--- src/rtl/sram_ser_pkg.sv ---
package sram_ser_pkg;

  localparam logic [7:0] OP_READ  = 8'h03;
  localparam logic [7:0] OP_WRITE = 8'h02;
  localparam logic [7:0] OP_RDST  = 8'h05;
  localparam logic [7:0] OP_WRST  = 8'h01;

  // value equals setup bits {7,6}
  typedef enum logic [1:0] {
    MODE_WORD  = 2'b00,
    MODE_BURST = 2'b01,
    MODE_PAGE  = 2'b10,
    MODE_RSVD  = 2'b11
  } seq_mode_e;

  typedef enum logic [2:0] {
    ST_IDLE,
    ST_CMD,
    ST_ADR,
    ST_RDAT,
    ST_WDAT,
    ST_SRD,
    ST_SWR,
    ST_DEAD
  } ctl_state_e;

endpackage

--- src/rtl/sram_bit_sync.sv ---
module sram_bit_sync #(
  parameter int W = 4,
  parameter int STAGES = 2,
  parameter logic [W-1:0] RST_VAL = '0
) (
  input  logic         clk,
  input  logic         rst_n,
  input  logic [W-1:0] d,
  output logic [W-1:0] q
);

  logic [W-1:0] stage_q [STAGES];

  genvar g;
  generate
    for (g = 0; g < STAGES; g++) begin : g_stage
      always_ff @(posedge clk or negedge rst_n) begin
        if (!rst_n) begin
          stage_q[g] <= RST_VAL;
        end else if (g == 0) begin
          stage_q[g] <= d;
        end else begin
          stage_q[g] <= stage_q[(g == 0) ? 0 : g - 1];
        end
      end
    end
  endgenerate

  assign q = stage_q[STAGES-1];

endmodule

--- src/rtl/sram_addr_step.sv ---
module sram_addr_step
  import sram_ser_pkg::*;
#(
  parameter int AW = 13,
  parameter int PW = 5
) (
  input  logic [AW-1:0] cur,
  input  seq_mode_e     mode,
  output logic [AW-1:0] nxt
);

  logic [AW-1:0] lin;
  assign lin = cur + 1'b1;

  generate
    if (PW < AW) begin : g_paged
      logic [AW-1:0] wrap;
      assign wrap = {cur[AW-1:PW], lin[PW-1:0]};
      assign nxt  = (mode == MODE_PAGE) ? wrap : lin;
    end else begin : g_flat
      assign nxt = lin;
    end
  endgenerate

endmodule

--- src/rtl/sram_hold_gate.sv ---
module sram_hold_gate (
  input  logic clk,
  input  logic rst_n,
  input  logic active,
  input  logic enable,
  input  logic hold_s,
  input  logic sck_s,
  output logic paused
);

  logic paused_n;

  always_comb begin
    paused_n = paused;
    if (!active) begin
      paused_n = 1'b0;
    end else if (paused) begin
      if (hold_s && !sck_s) paused_n = 1'b0;
    end else if (enable && !hold_s && !sck_s) begin
      paused_n = 1'b1;
    end
  end

  always_ff @(posedge clk or negedge rst_n) begin
    if (!rst_n) paused <= 1'b0;
    else        paused <= paused_n;
  end

endmodule

--- src/rtl/sram_serial_ctrl.sv ---
module sram_serial_ctrl
  import sram_ser_pkg::*;
#(
  parameter int ADDR_W      = 13,
  parameter int PAGE_W      = 5,
  parameter int SYNC_STAGES = 2
) (
  input  logic              clk,
  input  logic              rst_n,
  input  logic              sck,
  input  logic              cs_n,
  input  logic              si,
  input  logic              hold_n,
  output logic              so,
  output logic              so_oe,
  output logic [ADDR_W-1:0] mem_addr,
  output logic              mem_wr,
  output logic [7:0]        mem_wdata,
  output logic              mem_rd,
  input  logic [7:0]        mem_rdata
);

  localparam int FRAME_W = 16;
  localparam int CNT_W   = $clog2(FRAME_W);
  localparam logic [CNT_W-1:0] BYTE_LAST  = CNT_W'(7);
  localparam logic [CNT_W-1:0] FRAME_LAST = CNT_W'(FRAME_W - 1);

  // synchronized pins
  logic s_cs, s_hold, s_si, s_sck, sck_q;
  logic rise, fall, rise_v, fall_v, paused, active;

  sram_bit_sync #(.W(4), .STAGES(SYNC_STAGES), .RST_VAL(4'b1100)) i_sync (
    .clk(clk), .rst_n(rst_n),
    .d({cs_n, hold_n, si, sck}),
    .q({s_cs, s_hold, s_si, s_sck})
  );

  // state
  ctl_state_e        state_q, state_n;
  logic [CNT_W-1:0]  cnt_q, cnt_n;
  logic [FRAME_W-1:0] sh_q, sh_n;
  logic [ADDR_W-1:0] ptr_q, ptr_n, step;
  logic [7:0]        osh_q, osh_n;
  logic              so_q, so_n, out_on_q, out_on_n, first_q, first_n;
  logic              is_rd_q, is_rd_n;
  seq_mode_e         mode_q, mode_n;
  logic              hold_dis_q, hold_dis_n;
  logic [ADDR_W-1:0] mem_addr_q, mem_addr_n;
  logic              mem_wr_q, mem_wr_n, mem_rd_q, mem_rd_n;
  logic [7:0]        mem_wdata_q, mem_wdata_n;

  logic [7:0]        byte_in, stat_byte, src_byte;
  logic [FRAME_W-1:0] frame_in;
  logic              word_m;

  assign rise     = s_sck & ~sck_q;
  assign fall     = ~s_sck & sck_q;
  assign rise_v   = rise & ~paused;
  assign fall_v   = fall & ~paused;
  assign active   = (state_q != ST_IDLE) & ~s_cs;
  assign byte_in  = {sh_q[6:0], s_si};
  assign frame_in = {sh_q[FRAME_W-2:0], s_si};
  assign stat_byte = {mode_q, 4'b0000, 1'b1, hold_dis_q};
  assign src_byte = (state_q == ST_SRD) ? stat_byte : mem_rdata;
  assign word_m   = (mode_q == MODE_WORD) || (mode_q == MODE_RSVD);

  sram_hold_gate i_hold (
    .clk(clk), .rst_n(rst_n), .active(active), .enable(~hold_dis_q),
    .hold_s(s_hold), .sck_s(s_sck), .paused(paused)
  );

  sram_addr_step #(.AW(ADDR_W), .PW(PAGE_W)) i_step (
    .cur(ptr_q), .mode(mode_q), .nxt(step)
  );

  always_comb begin
    state_n     = state_q;
    cnt_n       = cnt_q;
    sh_n        = sh_q;
    ptr_n       = ptr_q;
    osh_n       = osh_q;
    so_n        = so_q;
    out_on_n    = out_on_q;
    first_n     = first_q;
    is_rd_n     = is_rd_q;
    mode_n      = mode_q;
    hold_dis_n  = hold_dis_q;
    mem_addr_n  = mem_addr_q;
    mem_wdata_n = mem_wdata_q;
    mem_wr_n    = 1'b0;
    mem_rd_n    = 1'b0;
    if (s_cs) begin
      state_n  = ST_IDLE;
      cnt_n    = '0;
      out_on_n = 1'b0;
      first_n  = 1'b1;
    end else begin
      unique case (state_q)
        ST_IDLE: begin
          state_n = ST_CMD;
          cnt_n   = '0;
        end
        ST_CMD: if (rise_v) begin
          sh_n  = frame_in;
          cnt_n = cnt_q + 1'b1;
          if (cnt_q == BYTE_LAST) begin
            cnt_n   = '0;
            first_n = 1'b1;
            unique case (byte_in)
              OP_READ:  begin state_n = ST_ADR; is_rd_n = 1'b1; end
              OP_WRITE: begin state_n = ST_ADR; is_rd_n = 1'b0; end
              OP_RDST:  state_n = ST_SRD;
              OP_WRST:  state_n = ST_SWR;
              default:  state_n = ST_DEAD;
            endcase
          end
        end
        ST_ADR: if (rise_v) begin
          sh_n  = frame_in;
          cnt_n = cnt_q + 1'b1;
          if (cnt_q == FRAME_LAST) begin
            cnt_n = '0;
            ptr_n = frame_in[ADDR_W-1:0];
            if (is_rd_q) begin
              state_n    = ST_RDAT;
              mem_addr_n = frame_in[ADDR_W-1:0];
              mem_rd_n   = 1'b1;
            end else begin
              state_n = ST_WDAT;
            end
          end
        end
        ST_RDAT, ST_SRD: if (fall_v) begin
          if (cnt_q == '0) begin
            if (!first_q && (word_m || state_q == ST_SRD)) begin
              state_n  = ST_DEAD;
              out_on_n = 1'b0;
            end else begin
              so_n     = src_byte[7];
              osh_n    = {src_byte[6:0], 1'b0};
              out_on_n = 1'b1;
              first_n  = 1'b0;
              cnt_n    = CNT_W'(1);
              if (state_q == ST_RDAT && !word_m) begin
                ptr_n      = step;
                mem_addr_n = step;
                mem_rd_n   = 1'b1;
              end
            end
          end else begin
            so_n  = osh_q[7];
            osh_n = {osh_q[6:0], 1'b0};
            cnt_n = (cnt_q == BYTE_LAST) ? '0 : cnt_q + 1'b1;
          end
        end
        ST_WDAT: if (rise_v) begin
          sh_n  = frame_in;
          cnt_n = cnt_q + 1'b1;
          if (cnt_q == BYTE_LAST) begin
            cnt_n       = '0;
            mem_wr_n    = 1'b1;
            mem_addr_n  = ptr_q;
            mem_wdata_n = byte_in;
            ptr_n       = step;
            if (word_m) state_n = ST_DEAD;
          end
        end
        ST_SWR: if (rise_v) begin
          sh_n  = frame_in;
          cnt_n = cnt_q + 1'b1;
          if (cnt_q == BYTE_LAST) begin
            mode_n     = seq_mode_e'(byte_in[7:6]);
            hold_dis_n = byte_in[0];
            state_n    = ST_DEAD;
          end
        end
        default: ;
      endcase
    end
  end

  always_ff @(posedge clk or negedge rst_n) begin
    if (!rst_n) begin
      state_q     <= ST_IDLE;
      cnt_q       <= '0;
      sh_q        <= '0;
      ptr_q       <= '0;
      osh_q       <= '0;
      so_q        <= 1'b0;
      out_on_q    <= 1'b0;
      first_q     <= 1'b1;
      is_rd_q     <= 1'b0;
      mode_q      <= MODE_WORD;
      hold_dis_q  <= 1'b0;
      mem_addr_q  <= '0;
      mem_wdata_q <= '0;
      mem_wr_q    <= 1'b0;
      mem_rd_q    <= 1'b0;
      sck_q       <= 1'b0;
    end else begin
      state_q     <= state_n;
      cnt_q       <= cnt_n;
      sh_q        <= sh_n;
      ptr_q       <= ptr_n;
      osh_q       <= osh_n;
      so_q        <= so_n;
      out_on_q    <= out_on_n;
      first_q     <= first_n;
      is_rd_q     <= is_rd_n;
      mode_q      <= mode_n;
      hold_dis_q  <= hold_dis_n;
      mem_addr_q  <= mem_addr_n;
      mem_wdata_q <= mem_wdata_n;
      mem_wr_q    <= mem_wr_n;
      mem_rd_q    <= mem_rd_n;
      sck_q       <= s_sck;
    end
  end

  assign so        = so_q;
  assign so_oe     = out_on_q & ~paused & ((state_q == ST_RDAT) | (state_q == ST_SRD));
  assign mem_addr  = mem_addr_q;
  assign mem_wr    = mem_wr_q;
  assign mem_rd    = mem_rd_q;
  assign mem_wdata = mem_wdata_q;

endmodule

--- config.mk ---
export PLATFORM = sky130hd
export DESIGN_NAME = sram_serial_ctrl
export DESIGN_NICKNAME = d
export VERILOG_FILES = /design/src/rtl/sram_ser_pkg.sv /design/src/rtl/sram_bit_sync.sv /design/src/rtl/sram_addr_step.sv /design/src/rtl/sram_hold_gate.sv /design/src/rtl/sram_serial_ctrl.sv
export SDC_FILE = /design/constraint.sdc
export NUM_CORES = 1
export LEC_CHECK = 0
export ABC_AREA = 1
export BUFFER_PORTS_ARGS = -buffer_cell sky130_fd_sc_hd__buf_2
export CORE_MARGIN = 3
export CORE_UTILIZATION = 30
export CTS_BUF_LIST = sky130_fd_sc_hd__clkbuf_2 sky130_fd_sc_hd__clkbuf_4 sky130_fd_sc_hd__clkbuf_8
export CTS_CLUSTER_SIZE = 12
export DETAILED_ROUTE_END_ITERATION = 8
export PLACE_DENSITY_LB_ADDON = 0.1
export SYNTH_ARGS = -nofsm -noshare
export SYNTH_HDL_FRONTEND = slang
export SYNTH_HIERARCHICAL = 1
export SYNTH_SLANG_ARGS = --single-unit
--- constraint.sdc ---
create_clock -name clk -period 2 [get_ports clk]
set_clock_uncertainty 0.2 [all_clocks]
set_input_delay 0.2 -clock clk [delete_from_list [all_inputs] [get_ports clk]]
set_output_delay 0.2 -clock clk [all_outputs]
set_load 0.1 [all_outputs]
==> results of run 1 <==
-- cell usage after synthesis --
master and n:
a21oi_1 20, a21oi_2 1, a31oi_1 2, a32oi_1 1, buf_2 9, buf_4 10, buf_6 4, clkbuf_1 1
dfrtp_1 74, dfstp_2 5, ha_1 3, inv_1 61, inv_2 12, mux2_2 4, nand2_1 237, nand2_2 8
nand2_4 1, nand3_1 50, nand3_2 5, nand3_4 4, nand3b_1 2, nand4_1 23, nor2_1 54, nor2_2 2
nor2_4 9, nor2_8 1, nor3_1 2, o21ai_0 35, o21ai_1 9, o21ai_2 1, xnor2_1 2, xnor2_2 1
xor2_1 2
-- stage by stage --
step | TNS [ns] | instance area (µm²)
after global routing | -0.964 | 6130
after detailed placement | -0.0442 | 5370
final | 0 | 6130
after CTS | -0.0189 | 5760
after floorplan | 0 | 4750
after global placement | 0 | 5370
-- per-layer routing --
metal	share of wire, %	up-vias	track usage [%]
met1	48	2138	22.8
li1	-	2275	-
met2	46	94	24.4
met3	4.5	19	2.86
met5	0	-	0
met4	1.9	0	6.18
-- worst max-delay path, cell delays in order, from the launching register on --
cell and delay [ns]:
dfrtp_2 0.45, buf_6 0.14, nand2_2 0.05, nand2_2 0.05, nand2_2 0.05, buf_6 0.12, nor2_4 0.12, buf_12 0.18
-- worst paths after layout --
path / end / from
min in group asynchronous: mem_wdata[5] / rst_n
setup reg to reg: ptr_q[5] / cnt_q[0]
hold / removal: osh_q[7] / mem_rdata[6]
setup / recovery: so_oe / state_q[1]
hold reg to reg: i_sync/q[0] / i_sync/stage_q[4]
max in group asynchronous: mode_q[1] / rst_n
-- power breakdown --
part	switching, W	internal (W)
logic	0.00245	0.00132
clock network	0.000701	0.000723
registers	0.000255	0.00188
total	0.00341	0.00392
-- cell families (layout without fill, tap and decap cells) --
logic type                 after synthesis  after routing  synth area share [%]
AOI/OAI and AO/OA                       69             69                  7.57
xor gates and xnor gates                 5              5                  1.08
DFF                                     79             79                  41.8
buffers and inverters                   97            199                  9.33
muxes                                    4              4                 0.949
and+or+nand+nor                        398            400                  38.5
adders and majority gates                3              3                 0.791
-- area by class of cell --
type                            instances  area share [%]
Clock buffer                            9            2.02
Tap cell                              211            4.30
Inverter                               73            4.55
Timing Repair Buffer                  110            14.4
Clock inverter                          7            1.67
Multi-Input combinational cell        481            40.6
Sequential cell                        79            32.4
-- flip-flops by register name, indices dropped and copies added (netlist names) --
register	cells
osh_q	7
is_rd_q	1
mem_wr	1
mem_addr	13
i_sync/stage_q	4
mem_rd	1
out_on_q	1
mode_q	2
state_q	3
mem_wdata	8
i_sync/q	4
i_hold/paused	1
sh_q	12
cnt_q	4
first_q	1
hold_dis_q	1
sck_q	1
so	1
ptr_q	13
-- what timing repair did --
item / CTS / global route
endpoints found under the setup margin: 14 / 60
pin swaps: 1 / 19
endpoints found under the hold margin: 85 / 0
buffers inserted: 2 / 15
hold buffers: 13 / 0
resized for setup: 5 / 54
gates cloned: 0 / 3
==> results.md, run 1 <==
* outcome: finished, final reports clean
* final clock period utilization by the worst path: 97.7%
* Layout Utilization: 40.1%
* Total Wirelength: 14,200 µm
* total clock sinks: 79
* antenna violations before repair: 0
* drt first-iter violations: 367
* via count of the first global-routing pass: 4,229
* die area: 0.0174 mm²
* power per cell area: 1190 mW/mm²
* number of buffers created by CTS: 9
* overflow left after global routing: 0
* filler cell count in the final layout: 1,632
* required arrival time at the worst endpoint: 1.60 ns
* minimum clock period after layout: 1.95 ns
* total count of max-transition violations in the final report: 0
* floorplan core area: 0.0153 mm²
* drt via density: 4.67
* largest area contributor in the netlist: dfrtp_1
* Wirelength per Cell: 14.7 µm
* final routed DRC violation total: 0
* count of placed standard cells including taps: 921
* total of endpoints with negative setup slack in the final report: 0
* static leakage: 3.11 nW
* Final WS setup: 0.0464 ns
* worst skew pair latency: 0.38 ns
* biggest area contributors in the synthesized netlist: dfrtp_1 (39%), nand2_1 (19%), nand3_1 (5.3%)
* clock transition at the registers of the reported paths: 0.10 ns
* area share of the largest cell type after synthesis: 39.0%
* Root Buffer: clkbuf_8
* netlist area before placement: 0.00475 mm²
* area added between synthesis and finish: 29.3%
* number of warnings issued by yosys: 6
* final layout net count: 771
* Worst Reg-to-Reg Cells: 10
* maximum buffer depth of the clock tree: 2
* number of standard-cell rows in the floorplan: 45
* Vert. Die Dim: 132 µm
* antenna cells: 0
* Die Width: 132 µm
* wire length of the first global-routing pass: 22,300 µm
* final hold viol count: 0
* worst hold path stage count: 5
* commonest cells after routing, fill and taps aside: nand2_1 (222), dfrtp_1 (69), inv_1 (59)
* sequential share of the synthesized area: 41.8%
* maximum number of pins on one net before global-route repair: 42
* CP Capture Type: primary output
* synthesized net count: 672
* overall global routing resource usage: 16.1%
* I/O pin total: 39
* CTS tree: yes
* minimum setup slack among reg-to-reg paths: 0.06 ns
* f_max: 0.512 GHz
* Unique masters post-synth: 33
* Post-Syn Instances: 655
* unrepaired setup endpoints after global routing: yes
* number of storage elements in the synthesis netlist: 79
* worst hold-check path type: input pin to register
* crit start category: register
* maximum fanout along the worst path: 4
* area used by multi-input combinational logic: 0.00249 mm²
* Maximum Capacitance Violations: 0
* Design Power: 0.00733 W
* filler-free cell count of the finished design: 970
* number of buffers inserted by port buffering: 38
* Via Count: 4,526
* drt first pass iters: 5
* Mapped Avg Cell Area: 7.25 µm²
* Hold Worst Slack: 0.0133 ns
* worst-margin pin slew: 0.489 ns
* worst vdd rail ir drop: 0.000491 V
* register cell area after layout: 0.00199 mm²
* HPWL after DPL: 10,300 µm
* relative max-transition margin: 67.3%
* routability congestion estimate from global placement: 0.864
* Initial Util: 31.0%
* number of routed nets with antenna violations: 0
* leading cell type in the layout, fill and taps excluded: nand2_1
* crit path DAT: 1.55 ns
* worst slack, placed: -0.0123 ns
* layout cell share with drive strength beyond 1: 27.1%
* startpoint-to-endpoint class of the critical path: register to primary output
* number of levels the H-tree was split into: 3
Power figures use the tool's default switching activity.
==> inputs of run 2 (changes only) <==
--- a/config.mk
+++ b/config.mk
@@ -6,13 +6,14 @@
 export NUM_CORES = 1
 export LEC_CHECK = 0
 export ABC_AREA = 1
-export BUFFER_PORTS_ARGS = -buffer_cell sky130_fd_sc_hd__buf_2
 export CORE_MARGIN = 3
 export CORE_UTILIZATION = 30
 export CTS_BUF_LIST = sky130_fd_sc_hd__clkbuf_2 sky130_fd_sc_hd__clkbuf_4 sky130_fd_sc_hd__clkbuf_8
 export CTS_CLUSTER_SIZE = 12
 export DETAILED_ROUTE_END_ITERATION = 8
+export DONT_BUFFER_PORTS = 1
 export PLACE_DENSITY_LB_ADDON = 0.1
+export SLEW_MARGIN = 10
 export SYNTH_ARGS = -nofsm -noshare
 export SYNTH_HDL_FRONTEND = slang
 export SYNTH_HIERARCHICAL = 1
==> constraint.sdc (replaced) <==
create_clock -name clk -period 2.5 [get_ports clk]
set_clock_uncertainty 0.2 [all_clocks]
set_input_delay 0.25 -clock clk [delete_from_list [all_inputs] [get_ports clk]]
set_output_delay 0.25 -clock clk [all_outputs]
set_load 0.1 [all_outputs]
==> run 2 against run 1 <==
  * Register-to-register slack gained 0.19 ns
  * Sequential power shrank 19%
  * Power shrank 32%
  * Via count shrank 6.5%
  * Wire length shrank 8.6%
  * Design area shrank 11%
  * Cell count shrank 6.8%
  * Critical endpoint is now mem_addr[3]
  * Largest cell class unchanged
==> results.md, run 2 (synthesis gave the netlist of run 1 again) <==
* Layout Utilization: 35.5%, was 40.1%
* number of routed nets with antenna violations: 0, unchanged
* power per cell area: 922 mW/mm², was 1190 mW/mm²
* Via Count: 4,231, was 4,526
* crit start category: register, unchanged
* area added between synthesis and finish: 14.7%, was 29.3%
* routability congestion estimate from global placement: 0.876, was 0.864
* die area: 0.0174 mm², unchanged
* unrepaired setup endpoints after global routing: no, was yes
* Crit. path cell count: 9, was 7
* worst vdd rail ir drop: 0.000540 V, was 0.000491 V
* number of buffers created by CTS: 9, unchanged
* Die Width: 132 µm, unchanged
* post-CTS setup repair buffer count: 0, was 2
* crit-path cells: inv_2 -> nand3_2 -> nand2_4 -> nand2_1 -> nand2_1 -> nor2_4 -> nand3_4 -> nand2_1 -> nand2_1, was buf_6 -> nand2_2 -> nand2_2 -> nand2_2 -> buf_6 -> nor2_4 -> buf_12
* minimum setup slack among reg-to-reg paths: 0.25 ns, was 0.06 ns
* count of placed standard cells including taps: 874, was 921
* Total Wirelength: 13,000 µm, was 14,200 µm
* total clock sinks: 79, unchanged
* maximum fanout along the worst path: 24, was 4
* Maximum Capacitance Violations: 0, unchanged
* crit path capture: mem_addr[3], was so_oe
* f_max: 0.445 GHz
* Root Buffer: clkbuf_8, unchanged
* worst skew pair latency: 0.37 ns, was 0.38 ns
* number of buffers inserted by port buffering: 0, was 38
* Vert. Die Dim: 132 µm, unchanged
* drt via density: 4.68, was 4.67
* Wirelength per Cell: 14.4 µm, was 14.7 µm
* overall global routing resource usage: 15.3%, was 16.1%
* leading cell type in the layout, fill and taps excluded: nand2_1, unchanged
* layout cell share with drive strength beyond 1: 15.0%, was 27.1%
* final hold viol count: 0, unchanged
* static leakage: 2.73 nW, was 3.11 nW
* most prevalent standard cell on the critical path: nand2_1, was nand2_2
* antenna cells: 0, unchanged
* worst slack, placed: 0.290 ns, was -0.0123 ns
* Worst path slowest cell: dfrtp_1, was dfrtp_2
* Final WS setup: 0.253 ns, was 0.0464 ns
* overflow left after global routing: 0, unchanged
* HPWL after DPL: 9800 µm, was 10,300 µm
* CTS tree: yes, unchanged
* I/O pin total: 39, unchanged
* drt first-iter violations: 330, was 367
* worst hold-check path type: register to register, was input pin to register
* via count of the first global-routing pass: 3,827, was 4,229
* drt first pass iters: 5, unchanged
* CP Capture Type: register, was primary output
* total count of max-transition violations in the final report: 0, unchanged
* critical path startpoint: state_q[2], was state_q[1]
* worst-margin pin slew: 0.873 ns, was 0.489 ns
* Design Power: 0.00502 W, was 0.00733 W
* number of standard-cell rows in the floorplan: 45, unchanged
* Largest delay share family, worst path: simple AND/OR/NAND/NOR gates, was flip-flops
* maximum number of pins on one net before global-route repair: 80, was 42
* startpoint-to-endpoint class of the critical path: register to register, was register to primary output
* filler-free cell count of the finished design: 904, was 970
* worst path bufs/invs: 1, was 3
* final clock period utilization by the worst path: 89.9%
* outcome: finished, final reports clean, unchanged
* critical path's largest stage delay: 0.63 ns, was 0.45 ns
* wire length of the first global-routing pass: 21,100 µm, was 22,300 µm
* number of levels the H-tree was split into: 3, unchanged
* antenna violations before repair: 0, unchanged
* final routed DRC violation total: 0, unchanged
* minimum clock period after layout: 2.25 ns
* Initial Util: 31.0%, unchanged
* final layout net count: 705, was 771
* Final TNS setup: 0 ns, unchanged
* worst hold path stage count: 0, was 5
* Worst Reg-to-Reg Cells: 9, was 10
* end of the worst register-to-register path: mem_addr[3], was ptr_q[5]
* relative max-transition margin: 41.8%, was 67.3%
* crit path DAT: 2.30 ns, was 1.55 ns
* total of endpoints with negative setup slack in the final report: 0, unchanged
* maximum buffer depth of the clock tree: 2, unchanged
* clock transition at the registers of the reported paths: 0.09 ns, was 0.10 ns
* floorplan core area: 0.0153 mm², unchanged
* commonest cells after routing, fill and taps aside: nand2_1 (237), dfrtp_1 (74), inv_1 (61), was nand2_1 (222), dfrtp_1 (69), inv_1 (59)
* required arrival time at the worst endpoint: 2.56 ns, was 1.60 ns
* worst r2r src: state_q[2], was cnt_q[0]
[run 2: cell types whose count changed in the layout (fill, tap and decap cells not counted), moves of 4 or more]
cell	previous run	this run
buf_2	36	0
nand2_1	222	237
buf_4	46	32
nand2_2	21	8
buf_6	8	0
buf_12	5	0
dfrtp_1	69	74
dfrtp_2	5	0
nand3_1	45	50
nor2_4	13	9
[run 2: how the worst min path moves through the flow]
stage / start / to / slack (ns)
2_1_floorplan: rst_n / cnt_q[0] / -0.25
3_3_place_gp: rst_n / ptr_q[10] / -0.24
3_5_place_dp: rst_n / ptr_q[11] / -0.24
4_1_cts: i_sync/stage_q[5] / i_sync/q[1] / 0.16
5_1_grt: i_sync/stage_q[5] / i_sync/q[1] / 0.16
6_report: i_sync/stage_q[5] / i_sync/q[1] / 0.15
[run 2: per-stage QoR]
stage | hold WS [ns] | cell area (µm²)
detailed placement | -0.241 | 5080
finish | 0.152 | 5440
global route | 0.165 | 5440
floorplan | -0.246 | 4750
global placement | -0.241 | 5080
CTS | 0.156 | 5440
[run 2: power breakdown]
| group | internal (W) | switching, W | total, W |
|---|---|---|---|
| Sequential | 0.00150 | 0.000231 | 0.00173 |
| Combinational | 0.000624 | 0.00165 | 0.00227 |
| Clock | 0.000480 | 0.000536 | 0.00102 |
| Total | 0.00260 | 0.00241 | 0.00502 |
[run 2: area by class of cell]
class	instances	area, µm²
Clock buffer	10	131
Clock inverter	6	70.1
Fill cell	1668	9870
Inverter	73	274
Multi-Input combinational cell	479	2320
Sequential cell	79	1980
Tap cell	211	264
Timing Repair Buffer	46	398
[run 2: what timing repair did]
| action | 4_1_cts | 5_1_grt |
|---|---|---|
| endpoints found under the hold margin | 91 | 0 |
| hold buffers | 14 | 0 |
| gates resized for setup | 0 | 0 |
[run 2: worst register-to-register path: stages, from the launching register on]
cell and delay (ns):
dfrtp_1 0.63, inv_2 0.12, nand3_2 0.15, nand2_4 0.18
nand2_1 0.12, nand2_1 0.08, nor2_4 0.28, nand3_4 0.21
nand2_1 0.10, nand2_1 0.06
[run 2: metal layers]
layer / vias to the layer above / share of wire (%) / track usage, %
met3: 21 / 3.9 / 2.90
met4: 0 / 2.0 / 5.60
met1: 1981 / 53 / 23.6
met5: - / 0 / 0
met2: 88 / 41 / 20.9
li1: 2141 / - / -
